===== src/rtl/sdio_cmd_pkg.sv =====
package sdio_cmd_pkg;

    localparam int FRAME_W = 48;
    localparam int HDR_W   = 40;
    localparam int CRC_W   = 7;
    localparam int ADDR_W  = 17;
    localparam int FUNC_W  = 3;
    localparam int DATA_W  = 8;

    localparam logic [5:0]       IDX_REG_RW = 6'd52;
    // x^7 + x^3 + 1 without the leading term
    localparam logic [CRC_W-1:0] CRC_TAPS   = 7'h09;

    // Header of the register access command, most significant field first
    typedef struct packed {
        logic              start;
        logic              host_dir;
        logic [5:0]        index;
        logic              wr;
        logic [FUNC_W-1:0] func;
        logic              raw;
        logic              pad_hi;
        logic [ADDR_W-1:0] addr;
        logic              pad_lo;
        logic [DATA_W-1:0] data;
    } reg_cmd_t;

    typedef enum logic [1:0] {
        RX_IDLE,
        RX_WAIT,
        RX_BODY
    } rx_state_e;

    // One serial step of the CRC7 register
    function automatic logic [CRC_W-1:0] crc7_step(input logic [CRC_W-1:0] c,
                                                   input logic             b);
        logic fb;
        fb = b ^ c[CRC_W-1];
        return {c[CRC_W-2:0], 1'b0} ^ (fb ? CRC_TAPS : '0);
    endfunction

    function automatic reg_cmd_t pack_reg_cmd(input logic              wr,
                                              input logic [FUNC_W-1:0] func,
                                              input logic              raw,
                                              input logic [ADDR_W-1:0] addr,
                                              input logic [DATA_W-1:0] data);
        reg_cmd_t c;
        c.start    = 1'b0;
        c.host_dir = 1'b1;
        c.index    = IDX_REG_RW;
        c.wr       = wr;
        c.func     = func;
        c.raw      = raw;
        c.pad_hi   = 1'b0;
        c.addr     = addr;
        c.pad_lo   = 1'b0;
        c.data     = data;
        return c;
    endfunction

endpackage


===== src/rtl/sdio_clk_div.sv =====
module sdio_clk_div #(
    parameter int HALF_DIV = 2
) (
    input  logic clk,
    input  logic rst,
    output logic sd_clk,
    output logic rise_evt,
    output logic fall_evt
);
    logic wrap;
    logic clk_q;

    generate
        if (HALF_DIV > 1) begin : g_count
            localparam int            CW   = $clog2(HALF_DIV);
            localparam logic [CW-1:0] LAST = CW'(HALF_DIV - 1);
            logic [CW-1:0] cnt_q;

            assign wrap = (cnt_q == LAST);

            always_ff @(posedge clk) begin
                if (rst || wrap) begin
                    cnt_q <= '0;
                end else begin
                    cnt_q <= cnt_q + CW'(1);
                end
            end
        end else begin : g_every
            assign wrap = 1'b1;
        end
    endgenerate

    always_ff @(posedge clk) begin
        if (rst) begin
            clk_q <= 1'b0;
        end else if (wrap) begin
            clk_q <= ~clk_q;
        end
    end

    assign sd_clk   = clk_q;
    assign rise_evt = wrap & ~clk_q;
    assign fall_evt = wrap &  clk_q;

endmodule


===== src/rtl/sdio_cmd_tx.sv =====
module sdio_cmd_tx
    import sdio_cmd_pkg::*;
(
    input  logic     clk,
    input  logic     rst,
    input  logic     load,
    input  reg_cmd_t hdr,
    input  logic     step,
    output logic     cmd_out,
    output logic     cmd_oe,
    output logic     active,
    output logic     last
);
    localparam logic [5:0] N_HDR    = 6'(HDR_W);
    localparam logic [5:0] END_POS  = 6'(FRAME_W - 1);
    localparam logic [5:0] DONE_POS = 6'(FRAME_W);

    logic [HDR_W-1:0] sh_q;
    logic [CRC_W-1:0] crc_q;
    logic [5:0]       pos_q;
    logic             act_q;
    logic             out_q;
    logic             oe_q;
    logic             nxt_bit;

    always_comb begin
        if (pos_q < N_HDR) begin
            nxt_bit = sh_q[HDR_W-1];
        end else if (pos_q < END_POS) begin
            nxt_bit = crc_q[CRC_W-1];
        end else begin
            nxt_bit = 1'b1;
        end
    end

    assign last = act_q && step && (pos_q == DONE_POS);

    always_ff @(posedge clk) begin
        if (rst) begin
            act_q <= 1'b0;
            out_q <= 1'b1;
            oe_q  <= 1'b0;
            pos_q <= '0;
            sh_q  <= '0;
            crc_q <= '0;
        end else if (load && !act_q) begin
            act_q <= 1'b1;
            sh_q  <= hdr;
            pos_q <= '0;
            crc_q <= '0;
        end else if (act_q && step) begin
            if (pos_q == DONE_POS) begin
                act_q <= 1'b0;
                oe_q  <= 1'b0;
                out_q <= 1'b1;
            end else begin
                out_q <= nxt_bit;
                oe_q  <= 1'b1;
                pos_q <= pos_q + 6'd1;
                if (pos_q < N_HDR) begin
                    crc_q <= crc7_step(crc_q, nxt_bit);
                    sh_q  <= {sh_q[HDR_W-2:0], 1'b0};
                end else begin
                    crc_q <= {crc_q[CRC_W-2:0], 1'b0};
                end
            end
        end
    end

    assign cmd_out = out_q;
    assign cmd_oe  = oe_q;
    assign active  = act_q;

endmodule


===== src/rtl/sdio_rsp_rx.sv =====
module sdio_rsp_rx
    import sdio_cmd_pkg::*;
#(
    parameter int TIMEOUT = 64
) (
    input  logic               clk,
    input  logic               rst,
    input  logic               clr,
    input  logic               arm,
    input  logic               smp,
    input  logic               din,
    output logic               active,
    output logic               done,
    output logic               timeout,
    output logic               err,
    output logic [FRAME_W-1:0] frame
);
    localparam int            TW        = (TIMEOUT > 1) ? $clog2(TIMEOUT) : 1;
    localparam logic [TW-1:0] LAST_WAIT = TW'(TIMEOUT - 1);
    localparam logic [5:0]    N_HDR     = 6'(HDR_W);
    localparam logic [5:0]    LAST_POS  = 6'(FRAME_W - 1);

    rx_state_e        st_q;
    logic [5:0]       cnt_q;
    logic [FRAME_W-1:0] sh_q;
    logic [CRC_W-1:0] crc_q;
    logic [TW-1:0]    wait_q;
    logic             done_q;
    logic             to_q;
    logic             err_q;
    logic [FRAME_W-1:0] full;
    logic             bad;

    assign full = {sh_q[FRAME_W-2:0], din};
    assign bad  = full[FRAME_W-1] | full[FRAME_W-2] | ~full[0] |
                  (crc_q != full[CRC_W:1]);

    always_ff @(posedge clk) begin
        if (rst) begin
            st_q   <= RX_IDLE;
            cnt_q  <= '0;
            sh_q   <= '0;
            crc_q  <= '0;
            wait_q <= '0;
            done_q <= 1'b0;
            to_q   <= 1'b0;
            err_q  <= 1'b0;
        end else begin
            done_q <= 1'b0;
            if (clr) begin
                to_q  <= 1'b0;
                err_q <= 1'b0;
            end
            case (st_q)
                RX_IDLE: begin
                    if (arm) begin
                        st_q   <= RX_WAIT;
                        wait_q <= '0;
                        crc_q  <= '0;
                        cnt_q  <= '0;
                    end
                end
                RX_WAIT: begin
                    if (smp) begin
                        if (!din) begin
                            sh_q  <= {sh_q[FRAME_W-2:0], 1'b0};
                            crc_q <= crc7_step(crc_q, 1'b0);
                            cnt_q <= 6'd1;
                            st_q  <= RX_BODY;
                        end else if (wait_q == LAST_WAIT) begin
                            to_q   <= 1'b1;
                            done_q <= 1'b1;
                            st_q   <= RX_IDLE;
                        end else begin
                            wait_q <= wait_q + TW'(1);
                        end
                    end
                end
                RX_BODY: begin
                    if (smp) begin
                        sh_q <= full;
                        if (cnt_q < N_HDR) begin
                            crc_q <= crc7_step(crc_q, din);
                        end
                        if (cnt_q == LAST_POS) begin
                            err_q  <= bad;
                            done_q <= 1'b1;
                            st_q   <= RX_IDLE;
                        end else begin
                            cnt_q <= cnt_q + 6'd1;
                        end
                    end
                end
                default: st_q <= RX_IDLE;
            endcase
        end
    end

    assign active  = (st_q != RX_IDLE);
    assign done    = done_q;
    assign timeout = to_q;
    assign err     = err_q;
    assign frame   = sh_q;

endmodule


===== src/rtl/sdio_reg_cmd.sv =====
module sdio_reg_cmd
    import sdio_cmd_pkg::*;
#(
    parameter int HALF_DIV    = 2,
    parameter int RSP_TIMEOUT = 64
) (
    input  logic        clk,
    input  logic        rst,
    input  logic        start,
    input  logic        hs_mode,
    input  logic        wr_flag,
    input  logic [2:0]  func_num,
    input  logic        raw_flag,
    input  logic [16:0] reg_addr,
    input  logic [7:0]  wr_data,
    input  logic        cmd_in,
    output logic        sd_clk,
    output logic        cmd_out,
    output logic        cmd_oe,
    output logic        busy,
    output logic        done,
    output logic        timeout,
    output logic        rsp_err,
    output logic [47:0] rsp_frame
);
    logic     rise_evt;
    logic     fall_evt;
    logic     smp_evt;
    logic     hs_q;
    logic     accept;
    logic     tx_active;
    logic     tx_last;
    logic     rx_active;
    reg_cmd_t hdr;

    assign busy   = tx_active | rx_active;
    assign accept = start & ~busy;
    assign hdr    = pack_reg_cmd(wr_flag, func_num, raw_flag, reg_addr, wr_data);

    always_ff @(posedge clk) begin
        if (rst) begin
            hs_q <= 1'b0;
        end else if (accept) begin
            hs_q <= hs_mode;
        end
    end

    // Default timing: level before the rising edge. High-speed: before the falling edge.
    assign smp_evt = hs_q ? fall_evt : rise_evt;

    sdio_clk_div #(
        .HALF_DIV (HALF_DIV)
    ) u_clk (
        .clk      (clk),
        .rst      (rst),
        .sd_clk   (sd_clk),
        .rise_evt (rise_evt),
        .fall_evt (fall_evt)
    );

    sdio_cmd_tx u_tx (
        .clk     (clk),
        .rst     (rst),
        .load    (accept),
        .hdr     (hdr),
        .step    (fall_evt),
        .cmd_out (cmd_out),
        .cmd_oe  (cmd_oe),
        .active  (tx_active),
        .last    (tx_last)
    );

    sdio_rsp_rx #(
        .TIMEOUT (RSP_TIMEOUT)
    ) u_rx (
        .clk     (clk),
        .rst     (rst),
        .clr     (accept),
        .arm     (tx_last),
        .smp     (smp_evt),
        .din     (cmd_in),
        .active  (rx_active),
        .done    (done),
        .timeout (timeout),
        .err     (rsp_err),
        .frame   (rsp_frame)
    );

endmodule


===== config.mk =====
export PLATFORM = sky130hd
export DESIGN_NAME = sdio_reg_cmd
export DESIGN_NICKNAME = d
export VERILOG_FILES = /design/src/rtl/sdio_cmd_pkg.sv /design/src/rtl/sdio_clk_div.sv /design/src/rtl/sdio_cmd_tx.sv /design/src/rtl/sdio_rsp_rx.sv /design/src/rtl/sdio_reg_cmd.sv
export SDC_FILE = /design/constraint.sdc
export NUM_CORES = 1
export LEC_CHECK = 0
export BUFFER_PORTS_ARGS = -buffer_cell sky130_fd_sc_hd__buf_2
export CORE_MARGIN = 2
export CORE_UTILIZATION = 60
export DETAILED_ROUTE_END_ITERATION = 8
export PLACE_DENSITY = 0.86
export SLEW_MARGIN = 15
export SYNTH_ARGS = -nofsm -noshare
export SYNTH_HDL_FRONTEND = slang
export SYNTH_SLANG_ARGS = --single-unit

===== constraint.sdc =====
create_clock -name clk -period 6.53 [get_ports clk]
set_clock_uncertainty 0.15 [all_clocks]
set_input_delay 1.306 -clock clk [delete_from_list [all_inputs] [get_ports clk]]
set_output_delay 1.306 -clock clk [all_outputs]
set_load 0.02 [all_outputs]

==> metrics.md, run 1 <==
| Metric | Value |
|---|---|
| Outcome | completed |
| Clock root cell | clkbuf_8 |
| Fin area | 6484 µm² |
| Synthesized area | 5386 µm² |
| Initial antenna violation count | 0 |
| Worst Path Max Fanout | 61 |
| PortBufs | 89 |
| Final slew viol count | 0 |
| RSZ-0062 raised after global routing | no |
| Post-CTS Resized | 0 |
| Fin crit share | 50.59% |
| Initial Utilization | 61.76% |
| I/O Pins | 90 |
| Sequential cell area | 2623 µm² |
| DPL Wire Length | 7732 µm |
| Chip height | 98.75 µm |
| Cells after Synth | 598 |
| CTS sink count | 131 |
| Fmax | 302.7 MHz |
| VDD IR max | 0.2129 mV |
| Data required, critical path | 6800 ps |
| Setup violators final | 0 |
| Filler Cells Inserted | 582 |
| Die area | 9752 µm² |
| Ys async rst share | 0% |
| Setup crit start kind | primary input |
| Post-Syn Area per Cell | 9.007 µm² |
| Global placement routability congestion | 0.8664 |
| Tightest Pin Transition | 1099 ps |
| Arrival @ worst endpoint | 3580 ps |
| Starting DRC count in detailed routing | 263 |
| Leak pwr | 2.573 nW |
| Fin crit period | 3304 ps |
| Worst-path clk slew | 60 ps |
| Kind of critical path | primary input to register |
| Avg WL per Cell | 15.51 µm |
| Synth Register Bits | 131 |
| Syn-to-layout area delta | 20.37% |
| Pin count of the biggest net entering global routing | 62 |
| Multi-input logic area | 2590 µm² |
| CORE AREA | 8721 µm² |
| Syn_nets | 642 |
| Final ANT Viol Nets | 0 |
| Maximum clock path buffer count | 2 |
| Cell variety after synth | 46 |
| Inserted Clock Buffers | 17 |
| Final Hold Viols | 0 |
| Worst-Skew Late Latency | 520 ps |
| GRT overflow | 0 |
| CTS tree | built |
| Max-cap violations | 0 |
| DRC errors left | 0 |
| Power density over cell area | 292.6 nW/µm² |
| Sequential area share after synthesis | 48.69% |
| H-tree Lvls | 4 |
| # diodes | 0 |
| Slew Limit Headroom | 24.81% |
| First-pass detailed-route iteration total | 5 |
| Final setup TNS | 0 ps |
| Layout cells sized above 1 | 19.83% |
| Rows | 34 |
| DR vias | 4,606 |
| Hold_buf cts | 0 |
| Chip Width | 98.75 µm |
| Synth Warn # | 0 |
| Number of synthesized flops with an enable pin | 0 |
| Setup Buffers After CTS | 0 |
| Setup crit end kind | register |
| Final nets | 718 |
| Most used DFF post-synth | dfxtp_1 |
| Vias per cell | 5.801 |
| First-pass GRT wire length | 20,560 µm |
| WL final | 12,310 µm |
| Placement Cell Area | 5861 µm² |
| GRT Overall Usage | 25.73% |
| Hold WC Path Type | register to register |
| Number of global-route vias before repair | 4,480 |
registers in the layout (all words and copies together) (netlist names):
signal	flops
u_rx.timeout	1
u_rx.cnt_q	6
hs_q	1
u_tx.cmd_oe	1
u_rx.err	1
u_rx.wait_q	6
u_rx.st_q	2
u_tx.cmd_out	1
u_rx.crc_q	7
u_tx.active	1
u_rx.done	1
u_tx.crc_q	7
u_clk.g_count.cnt_q	1
u_tx.pos_q	6
u_clk.sd_clk	1
u_tx.sh_q	40
u_rx.frame	48
cell usage after synthesis, types with 2 or more instances:
master	n	area share, %
a22oi_1	28	3.9
o211a_1	2	0.37
o211ai_1	2	0.28
nand2b_1	5	0.58
xnor2_1	12	2.0
a21oi_1	55	5.1
a31oi_1	4	0.46
nand4_1	7	0.81
mux2i_1	60	11
a2111oi_0	4	0.65
dfxtp_1	131	49
nand2_1	119	8.3
o31ai_1	2	0.28
or3_1	2	0.23
nand3_1	11	1.0
and3_1	5	0.58
xor2_1	10	1.6
ha_1	9	2.1
or2_2	2	0.23
nor3_1	9	0.84
or4_1	4	0.56
buf_2	5	0.46
a211oi_1	3	0.42
nor2_1	39	2.7
o21a_1	2	0.28
inv_1	10	0.70
clkbuf_1	29	2.0
o21ai_0	9	0.84
placed cells by master, fill, tap and decap left out, types with 2 or more instances in the layout:
master / synthesis / layout
a2111oi_0: 4 / 4
and3_1: 5 / 5
or3_1: 2 / 2
buf_4: 0 / 4
a22oi_1: 28 / 28
xnor2_1: 12 / 12
a21oi_1: 55 / 54
clkinvlp_4: 0 / 4
inv_6: 0 / 2
xor2_1: 10 / 10
o21ai_0: 9 / 9
ha_1: 9 / 9
inv_1: 10 / 10
buf_2: 5 / 89
nand2_1: 119 / 119
nor2_2: 0 / 2
o211ai_1: 2 / 2
dfxtp_1: 131 / 131
clkbuf_16: 0 / 16
bufinv_16: 0 / 4
o31ai_1: 2 / 2
a211oi_1: 3 / 3
nor3_1: 9 / 9
clkinv_4: 0 / 3
nor2_1: 39 / 37
or2_2: 2 / 2
a31oi_1: 4 / 4
o211a_1: 2 / 2
or4_1: 4 / 4
mux2i_1: 60 / 60
nand2b_1: 5 / 5
nand3_1: 11 / 11
nand4_1: 7 / 7
critical path, cell delays in order:
cell,delay (ps)
buf_2,390
inv_2,840
nand2_1,670
a211oi_1,350
where the power goes:
group          internal (mW)  switching, mW
sequential             0.816         0.0105
clock                  0.624          0.368
combinational         0.0284         0.0502
total                   1.47          0.429
per-layer routing:
| metal | global-route usage (%) | routed length (µm) | vias to the layer above |
|---|---|---|---|
| li1 | - | - | 2239 |
| met1 | 31.57 | 5195 | 2153 |
| met2 | 42.36 | 5999 | 188 |
| met3 | 8.298 | 922 | 26 |
| met4 | 9.589 | 195 | 0 |
| met5 | 0 | 0 | - |
final timing paths:
path         slack [ps]     startpoint       endpoint  depth (start not counted)
max reg2reg        3610   u_rx.st_q[1]   u_rx.st_q[0]                          6
min reg2reg         300  u_tx.sh_q[34]  u_tx.sh_q[35]                          2
min                 300  u_tx.sh_q[34]  u_tx.sh_q[35]                          2
max                3230            rst  u_tx.crc_q[3]                          4
cell type report:
cell class | count | share of cell area, %
clock buffers | 17 | 6.387
clock inverters | 14 | 3.165
inverters | 11 | 0.6368
multi-input cells | 420 | 39.95
flip-flops and latches | 131 | 40.45
well taps | 108 | 2.084
repair buffers | 93 | 7.333
cells by family (layout without fill, tap and decap cells):
group	after synthesis	after routing	synth area share (%)
buffers and inverters	47	135	3.414
and+or+nand+nor	211	211	17.12
adders and majority gates	9	9	2.091
AOI/OAI and AO/OA	118	118	13.96
xor gates and xnor gates	22	22	3.577
DFF	131	131	48.69
muxes	60	60	11.15
stage by stage:
step	util [%]	hold WS [ps]	setup slack (ps)	std cells	power [mW]
global placement	67.20	290.1	2823	763	0.9170
global route	74.35	319.6	2997	794	1.952
detailed placement	67.20	294.4	2714	763	0.9208
CTS	74.30	301.3	3223	794	1.904
finish	74.35	299.4	3226	794	1.897
floorplan	-	282.1	3426	598	0.8951
Power figures use the tool's default switching activity.
==> inputs of run 2 (changes only) <==
--- a/config.mk
+++ b/config.mk
@@ -7,9 +7,9 @@
 export LEC_CHECK = 0
 export BUFFER_PORTS_ARGS = -buffer_cell sky130_fd_sc_hd__buf_2
 export CORE_MARGIN = 2
-export CORE_UTILIZATION = 60
+export CORE_UTILIZATION = 50
 export DETAILED_ROUTE_END_ITERATION = 8
-export PLACE_DENSITY = 0.86
+export PLACE_DENSITY = 0.77
 export SLEW_MARGIN = 15
 export SYNTH_ARGS = -nofsm -noshare
 export SYNTH_HDL_FRONTEND = slang
==> constraint.sdc (replaced) <==
create_clock -name clk -period 3 [get_ports clk]
set_clock_uncertainty 0.15 [all_clocks]
set_input_delay 0.6 -clock clk [delete_from_list [all_inputs] [get_ports clk]]
set_output_delay 0.6 -clock clk [all_outputs]
set_load 0.02 [all_outputs]
==> run 2 against run 1 <==
- routed wire length decreased by 1.9%
- sequential power rose by 120%
- first-iteration DRC count rose by 28%
- design area increased by 1.6%
- largest cell class unchanged
==> metrics.md, run 2 (same netlist as run 1, synthesis figures left out) <==
| Metric | Value |
|---|---|
| GRT Overall Usage | 21.03% (-4.7 points) |
| Pin count of the biggest net entering global routing | 57 (-8.1%) |
| Initial antenna violation count | 0 (unchanged) |
| Sw power | 925.5 µW (+120%) |
| Chip height | 107.8 µm (+9.2%) |
| Pint | 3.164 mW (+120%) |
| Clock root cell | clkbuf_8 |
| Worst-path clk slew | 60 ps (about the same) |
| WP depth | 7 (+3) |
| DRC errors left | 0 (unchanged) |
| CP most frequent cell | or4_1 |
| VDD IR max | 0.4051 mV (+90%) |
| Arrival @ worst endpoint | 3070 ps (-510 ps) |
| Final ANT Viol Nets | 0 (unchanged) |
| Multi-input logic area | 2589 µm² (about the same) |
| Slew Limit Headroom | 31.05% (+6.2 points) |
| Leak pwr | 2.621 nW (+1.9%) |
| Hold WC Path Type | primary input to register |
| Filler Cells Inserted | 838 (+44%) |
| I/O Pins | 90 (unchanged) |
| Post-CTS Resized | 0 (unchanged) |
| Most common cell after layout, fill and taps aside | dfxtp_1 |
| Outcome | completed |
| Worst path slowest cell | or4_1 |
| Power density over cell area | 620.5 nW/µm² (+110%) |
| H-tree Lvls | 4 (unchanged) |
| Tightest Pin Transition | 1033 ps (-66.16 ps) |
| Number of global-route vias before repair | 4,348 (-2.9%) |
| Final slew viol count | 0 (unchanged) |
| Chip Width | 107.8 µm (+9.2%) |
| Rows | 37 (+8.8%) |
| # diodes | 0 (unchanged) |
| Die area | 11,620 µm² (+19%) |
| Sequential cell area | 2623 µm² (unchanged) |
| CTS tree | built |
| Commonest cells after routing, fill and taps aside | 131 x dfxtp_1, 119 x nand2_1, 89 x buf_2 |
| Setup crit start kind | register |
| WHS Path Cells | 3 (+1) |
| Crit path buffers/inverters | 1 (-1) |
| Slowest stage delay, CP | 680 ps (-160 ps) |
| Power share of the combinational group | 4.2% (about the same) |
| Final Hold Viols | 0 (unchanged) |
| Global placement routability congestion | 0.9245 (+6.7%) |
| Syn-to-layout area delta | 22.35% |
| Worst Path Max Fanout | 10 (-84%) |
| Final setup TNS | 0 ps (unchanged) |
| Starting DRC count in detailed routing | 337 (+28%) |
| Max FFs per register | 48 (unchanged) |
| CORE AREA | 10,370 µm² (+19%) |
| R2R cell count | 7 (+1) |
| Hold_buf cts | 0 (unchanged) |
| Critical-path cell list | inv_1 -> ha_1 -> nor2_1 -> o21ai_0 -> or4_1 -> or4_1 -> a21oi_1 |
| Fin crit share | 92.04% |
| First-pass GRT wire length | 19,510 µm (-5.1%) |
| Post-placement setup slack | 343.1 ps (-2371 ps) |
| CTS sink count | 131 (unchanged) |
| Fin crit period | 2761 ps |
| Data required, critical path | 3310 ps (-3490 ps) |
| Clock share of power | 51.8% (-0.5 points) |
| RSZ-0062 raised after global routing | no |
| WL final | 12,080 µm (-1.9%) |
| Crit path max-delay family | simple AND/OR/NAND/NOR gates |
| Inserted Clock Buffers | 17 (unchanged) |
| Vias per cell | 5.472 (-5.7%) |
| Final nets | 725 (+0.97%) |
| Setup crit end kind | register |
| Worst Slack Setup Final | 238.7 ps (-2987 ps) |
| Fmax | 362.2 MHz |
| Max-cap violations | 0 (unchanged) |
| Switch share | 22.63% (+0.035 points) |
| Setup violators final | 0 (unchanged) |
| Kind of critical path | register to register |
| DR vias | 4,542 (-1.4%) |
| Maximum clock path buffer count | 2 (unchanged) |
| Avg WL per Cell | 14.55 µm (-6.1%) |
| Worst-Skew Late Latency | 520 ps (about the same) |
| Setup Buffers After CTS | 0 (unchanged) |
| First-pass detailed-route iteration total | 5 (unchanged) |
| DPL Wire Length | 8006 µm (+3.5%) |
| GRT overflow | 0 (unchanged) |
| Initial Utilization | 51.94% (-9.8 points) |
| Seq pwr share | 44.0% (+0.4 points) |
| PortBufs | 89 (unchanged) |
| Layout cells sized above 1 | 20.75% (+0.92 points) |
run 2: routing by layer:
metal / part of all wire, % / vias to the layer above / track usage [%]
li1: - / 2249 / -
met1: 43 / 2117 / 24.89
met2: 47 / 149 / 34.82
met3: 7.6 / 27 / 7.143
met4: 2.1 / 0 / 8.700
met5: 0 / - / 0
run 2: metrics by stage:
step | cells | util [%] | power, mW | hold WS (ps) | instance area, µm²
global placement | 798 | 57.63 | 2.000 | 284.5 | 5976
CTS | 830 | 63.55 | 4.114 | 168.0 | 6590
finish | 830 | 63.55 | 4.089 | 181.8 | 6590
global route | 830 | 63.55 | 4.213 | 187.0 | 6590
floorplan | 598 | - | 1.948 | 282.1 | 5386
detailed placement | 798 | 57.63 | 2.006 | 296.6 | 5976
run 2: cell type report:
type                       count  share of cell area (%)
clock buffer                  19                   6.702
clock inverter                13                   2.620
inverter                      11                  0.6265
multi-input combinational    420                   39.28
sequential                   131                   39.80
tap                          136                   2.582
timing repair buffer         100                   8.392
run 2: power groups by stage:
stage                     Clock [mW]  Sequential (mW)  Combinational [mW]
after floorplan                    0             1.83               0.115
after global placement             0             1.83               0.166
after detailed placement           0             1.84               0.170
after CTS                       2.14             1.80               0.174
after global routing            2.22             1.80               0.193
final                           2.12             1.80               0.173
run 2: path summary, 6_finish.rpt:
| kind | slack, ps | startpoint | to |
|---|---|---|---|
| max | 240 | u_rx.st_q[1] | u_rx.cnt_q[3] |
| min | 180 | wr_data[0] | u_tx.sh_q[0] |
| max reg2reg | 240 | u_rx.st_q[1] | u_rx.cnt_q[3] |
| min reg2reg | 300 | u_tx.sh_q[13] | u_tx.sh_q[13] |
run 2: worst min-delay path, delay by kind of cell:
kind / cells / cell delay [ps]
AO/OA/AOI/OAI: 1 / 50
buffers and inverters: 1 / 110
AND/OR/NAND/NOR: 1 / 50
